--- src/rtl/cps_pkg.sv ---
package cps_pkg;
   typedef struct packed {
      logic up_n;
      logic wb;
   } strap_t;

   localparam int unsigned POLICY_KEEP  = 0;
   localparam int unsigned POLICY_CLEAR = 1;
endpackage

--- src/rtl/cps_strap_latch.sv ---
module cps_strap_latch
   import cps_pkg::*;
(
   input  logic clk,
   input  logic rst,
   input  logic upgrade_n,
   input  logic wbwt,
   output logic wb_mode,
   output logic tri_en,
   output logic commit_cyc
);
   strap_t shadow_q;
   logic   rst_q;
   logic   up_hold_q;

   always_ff @(posedge clk) begin
      if (rst) begin
         shadow_q  <= '{up_n: upgrade_n, wb: wbwt};
         rst_q     <= 1'b1;
         wb_mode   <= 1'b0;
         up_hold_q <= 1'b0;
      end else begin
         rst_q <= 1'b0;
         if (rst_q) begin
            wb_mode   <= shadow_q.wb;
            up_hold_q <= ~shadow_q.up_n;
         end else if (upgrade_n) begin
            up_hold_q <= 1'b0;
         end
      end
   end

   assign tri_en     = up_hold_q & ~upgrade_n;
   assign commit_cyc = rst_q;


   wb_mode_hold_chk: assert property (@(posedge clk) disable iff (rst)
      (!rst_q && !$past(rst_q)) |-> $stable(wb_mode));


   tri_no_rearm_chk: assert property (@(posedge clk) disable iff (rst)
      (!rst_q && !tri_en) |=> !tri_en);


   tri_in_reset_chk: assert property (@(posedge clk) rst |-> !tri_en);
endmodule

--- src/rtl/cps_fill_tracker.sv ---
module cps_fill_tracker
   import cps_pkg::*;
#(
   parameter int unsigned POLICY_CLEAR_MODE = POLICY_CLEAR
)(
   input  logic clk,
   input  logic rst,
   input  logic soft_rst,
   input  logic block,
   input  logic wb_mode,
   input  logic fill_active,
   input  logic rdy,
   input  logic brdy,
   input  logic burst_start,
   input  logic wbwt,
   output logic fill_wb,
   output logic fill_vld
);
   logic taken_q;
   logic any_ready;
   logic armed;
   logic hit;
   logic clr;

   assign any_ready = rdy | brdy;
   assign armed     = burst_start | ~taken_q;
   assign hit       = fill_active & any_ready & armed & ~block;
   assign clr       = rst | soft_rst;

   always_ff @(posedge clk) begin
      if (clr || !fill_active) begin
         taken_q <= 1'b0;
      end else begin
         taken_q <= (taken_q & ~burst_start) | any_ready;
      end
   end

   always_ff @(posedge clk) begin
      if (clr) fill_vld <= 1'b0;
      else     fill_vld <= hit;
   end

   generate
      if (POLICY_CLEAR_MODE == POLICY_CLEAR) begin : g_pol_clear
         always_ff @(posedge clk) begin
            if (clr)      fill_wb <= 1'b0;
            else if (hit) fill_wb <= wb_mode & wbwt;
         end
      end else if (POLICY_CLEAR_MODE == POLICY_KEEP) begin : g_pol_keep
         always_ff @(posedge clk) begin
            if (rst)      fill_wb <= 1'b0;
            else if (hit && !soft_rst) fill_wb <= wb_mode & wbwt;
         end
      end else begin : g_pol_bad
         $error("cps_fill_tracker: POLICY_CLEAR_MODE must be 0 or 1");
      end
   endgenerate


   no_resample_chk: assert property (@(posedge clk) disable iff (rst)
      (taken_q && fill_active && !burst_start) |=> !fill_vld);


   soft_clear_chk: assert property (@(posedge clk) disable iff (rst)
      soft_rst |=> !fill_vld);


   vld_reset_chk: assert property (@(posedge clk) rst |=> !fill_vld);
endmodule

--- src/rtl/cache_policy_sampler.sv ---
module cache_policy_sampler
   import cps_pkg::*;
#(
   parameter int unsigned POLICY_CLEAR_MODE = POLICY_CLEAR
)(
   input  logic clk,
   input  logic rst,
   input  logic soft_rst,
   input  logic upgrade_n,
   input  logic wbwt,
   input  logic fill_active,
   input  logic rdy,
   input  logic brdy,
   input  logic burst_start,
   output logic tri_en,
   output logic wb_mode,
   output logic fill_wb,
   output logic fill_vld
);
   logic commit_cyc;
   logic block;

   cps_strap_latch u_strap (
      .clk        (clk),
      .rst        (rst),
      .upgrade_n  (upgrade_n),
      .wbwt       (wbwt),
      .wb_mode    (wb_mode),
      .tri_en     (tri_en),
      .commit_cyc (commit_cyc)
   );

   assign block = tri_en | commit_cyc;

   cps_fill_tracker #(
      .POLICY_CLEAR_MODE (POLICY_CLEAR_MODE)
   ) u_fill (
      .clk         (clk),
      .rst         (rst),
      .soft_rst    (soft_rst),
      .block       (block),
      .wb_mode     (wb_mode),
      .fill_active (fill_active),
      .rdy         (rdy),
      .brdy        (brdy),
      .burst_start (burst_start),
      .wbwt        (wbwt),
      .fill_wb     (fill_wb),
      .fill_vld    (fill_vld)
   );


   wt_only_chk: assert property (@(posedge clk) disable iff (rst)
      (!wb_mode && fill_vld) |-> !fill_wb);


   tri_quiet_chk: assert property (@(posedge clk) disable iff (rst)
      tri_en |-> !fill_vld);
endmodule

--- config.mk ---
export PLATFORM = sky130hd
export DESIGN_NAME = cache_policy_sampler
export DESIGN_NICKNAME = d
export VERILOG_FILES = /design/src/rtl/cps_pkg.sv /design/src/rtl/cps_strap_latch.sv /design/src/rtl/cps_fill_tracker.sv /design/src/rtl/cache_policy_sampler.sv
export SDC_FILE = /design/constraint.sdc
export NUM_CORES = 1
export LEC_CHECK = 0
export BUFFER_PORTS_ARGS = -buffer_cell sky130_fd_sc_hd__buf_4
export CORE_AREA = 2 2 39 41
export CTS_CLUSTER_DIAMETER = 40
export DETAILED_ROUTE_END_ITERATION = 7
export DIE_AREA = 0 0 41 43
export GPL_TIMING_DRIVEN = 0
export MAX_ROUTING_LAYER = met4
export PLACE_DENSITY = 0.54
export SLEW_MARGIN = 20
export SYNTH_ARGS = -nofsm -noshare
export SYNTH_HDL_FRONTEND = slang
export SYNTH_SLANG_ARGS = --single-unit
--- constraint.sdc ---
create_clock -name clk -period 1.5 [get_ports clk]
set_input_delay 0.15 -clock clk [delete_from_list [all_inputs] [get_ports clk]]
set_output_delay 0.15 -clock clk [all_outputs]
set_load 0.01 [all_outputs]
==> out/metrics.cfg <==
[status]
status = finished clean

[synth]
synth_nets = 33
synth.avg_cell_area_um2 = 12.6
yosysUniqueCellTypes = 13
syn_inst = 24
ys_ff_latch = 8
seq_area_frac_synth_pct = 59.8
synth_top_area_share_pct = 39.8
yosysWarnings = 0
synth_top_area_cell = dfxtp_1
ys_top_cells_by_area = dfxtp_1 (40%), edfxtp_1 (20%), mux2i_1 (10%)
syn_area_um2 = 302

[critical_path]
worst_ep_arrival_time_ns = 0.88
r2r-start = u_strap.up_hold_q$_SDFFE_PP0P_
cp_slowest_cell = dfxtp_1
timing.rr.end = u_fill.fill_wb$_SDFFE_PP0P_
crit_fanout = 3
max_stage_delay_ns = 0.31
cp.required_ns = 1.35
crit_buf_inv = 1
worstPathCellList = nor2b_4 -> buf_4
cp_top_family = flip-flops
start_kind = register
rrSetupSlack_ns = 0.52
crit_type = register to primary output
ff2ff_path_depth = 3
worstSetupEndpointType = primary output

[route]
num_vias = 237
drt-wirelength-per-cell_um = 9.57
detail-route-antenna-nets = 0
drt-total-wl_um = 536
vias_per_cell = 4.23
drt-initial-drc-count = 0
drc = 0
drtPass1Iterations = 1

[global_route]
grt_pass1_vias = 192
grt_pass1_wl_um = 869
grt_overflow = 0
grtUsageTotal_pct = 8.27
antenna_found_initial = 0
grt_max_degree = 7

[clocking]
cts_buffers = 3
clk_pin_slew_ns = 0.06
cts-root-buf = clkbuf_4
ctsHoldBuffers = 0
clk_path_buf_depth = 2
clock-sinks = 8
cts_tree = yes
post_cts_buffers = 0
cts_resized = 0
clk_latency_ns = 0.25
ctsHtreeMaxLevel = 1

[power_and_ir_drop]
p_leak_uw = 0.000189
power_uw = 463
vdd.ir_drop.worst_mv = 0.437
power_density_mw_per_mm2 = 1060

[floorplanning]
pin_count = 13
dieArea_mm2 = 0.00176
initial_core_util_pct = 21.8
die_h_um = 43
die_w_um = 41
core_area_mm2 = 0.00138
core.rowCount = 14

[min_path]
hold_path.class = input pin to register
hp-start = rst
hold-path-endpoint = u_strap.commit_cyc$_DFF_P_
hold_depth = 1

[timing]
worst_slack_ns = 0.472
rsz0062_at_grt = no
clock_skew_ns = 0.00194
relSlewSlack_pct = 81.1
setup_violations = 0
min_period_over_period_pct = 68.5
maxSlewViolCount = 0
fmax_mhz = 973
worst_pin_slew_ns = 0.283
finalCriticalPeriod_ns = 1.03
setup_tns_ns = 0
hold_viol_final = 0

[run]
drv_cap = 0

[cells_and_area]
utilization_pct = 31.6
nNetsFinal = 50
layout_common_cells = buf_4 (12), dfxtp_1 (6), nor2_1 (4)
mostFrequentLayoutCell = buf_4
drive_above_1_share_pct = 42.5
area_delta_synth_final_pct = 45.2
antenna_cells = 0

[placement]
dp_slack_ns = 0.525
gp_routability_congestion = 0.652
port-buffer-count = 12

==> cell usage after synthesis <==
master and number:
dfxtp_1 6, nor2_1 4, mux2i_1 3, edfxtp_1 2
and2_1 1, clkinv_1 1, nand2_1 1, nand2b_1 1
nand3_1 1, nor2b_1 1, nor2b_4 1, nor4_4 1
o311a_1 1
==> power breakdown <==
| group | total, uW | switching [uW] | internal, uW |
|---|---|---|---|
| registers | 237 | 4.72 | 232 |
| logic | 47.5 | 19.3 | 28.2 |
| clock network | 178 | 76.3 | 102 |
| total | 463 | 100 | 363 |
==> how the worst max path moves through the flow <==
stage                     cells past startpoint  slack (ns)                      startpoint                     endpoint
after floorplan                               3        0.55  u_strap.up_hold_q$_SDFFE_PP0P_  u_fill.fill_wb$_SDFFE_PP0P_
after global placement                        3        0.51  u_strap.up_hold_q$_SDFFE_PP0P_  u_fill.fill_wb$_SDFFE_PP0P_
after detailed placement                      3        0.52  u_strap.up_hold_q$_SDFFE_PP0P_  u_fill.fill_wb$_SDFFE_PP0P_
after CTS                                     2        0.45  u_strap.up_hold_q$_SDFFE_PP0P_                       tri_en
after global routing                          2        0.41  u_strap.up_hold_q$_SDFFE_PP0P_                       tri_en
final                                         2        0.47  u_strap.up_hold_q$_SDFFE_PP0P_                       tri_en
==> cell families (layout without fill, tap and decap cells) <==
group / count (synthesis) / after routing / synth area share (%)
buffers and inverters: 1 / 17 / 1.24
AO/OA/AOI/OAI: 1 / 1 / 3.32
flip-flops: 8 / 8 / 59.8
AND/OR/NAND/NOR: 11 / 11 / 25.7
multiplexers: 3 / 3 / 9.96
==> sequential cells by signal, summed over array words and instances, names as in the netlist <==
| name | count |
|---|---|
| u_fill.fill_vld | 1 |
| u_strap.wb_mode | 1 |
| u_fill.taken_q | 1 |
| u_strap.up_hold_q | 1 |
| u_strap.shadow_q | 2 |
| u_fill.fill_wb | 1 |
| u_strap.commit_cyc | 1 |
==> metrics by stage <==
step / hold slack [ns] / area [um^2] / cells
floorplan: 0.178 / 302 / 24
global placement: 0.309 / 412 / 52
detailed placement: 0.309 / 412 / 52
CTS: 0.0426 / 438 / 56
global route: 0.0357 / 438 / 56
finish: 0.0510 / 438 / 56
==> per-layer routing <==
layer | vias to the layer above | share of wire, % | track usage [%]
li1 | 115 | - | -
met1 | 109 | 46 | 10.8
met3 | 0 | 14 | 9.42
met5 | - | 0 | -
met4 | 0 | 0 | 2.00
met2 | 13 | 40 | 8.13
==> layout make-up <==
class / instances / area (um^2)
well taps: 16 / 20.0
inverters: 1 / 3.75
repair buffers: 12 / 90.1
flip-flops and latches: 8 / 180
clock buffers: 4 / 26.3
multi-input cells: 15 / 118
fillers: 146 / 946
Note: power is estimated with default switching activity, not from simulation.
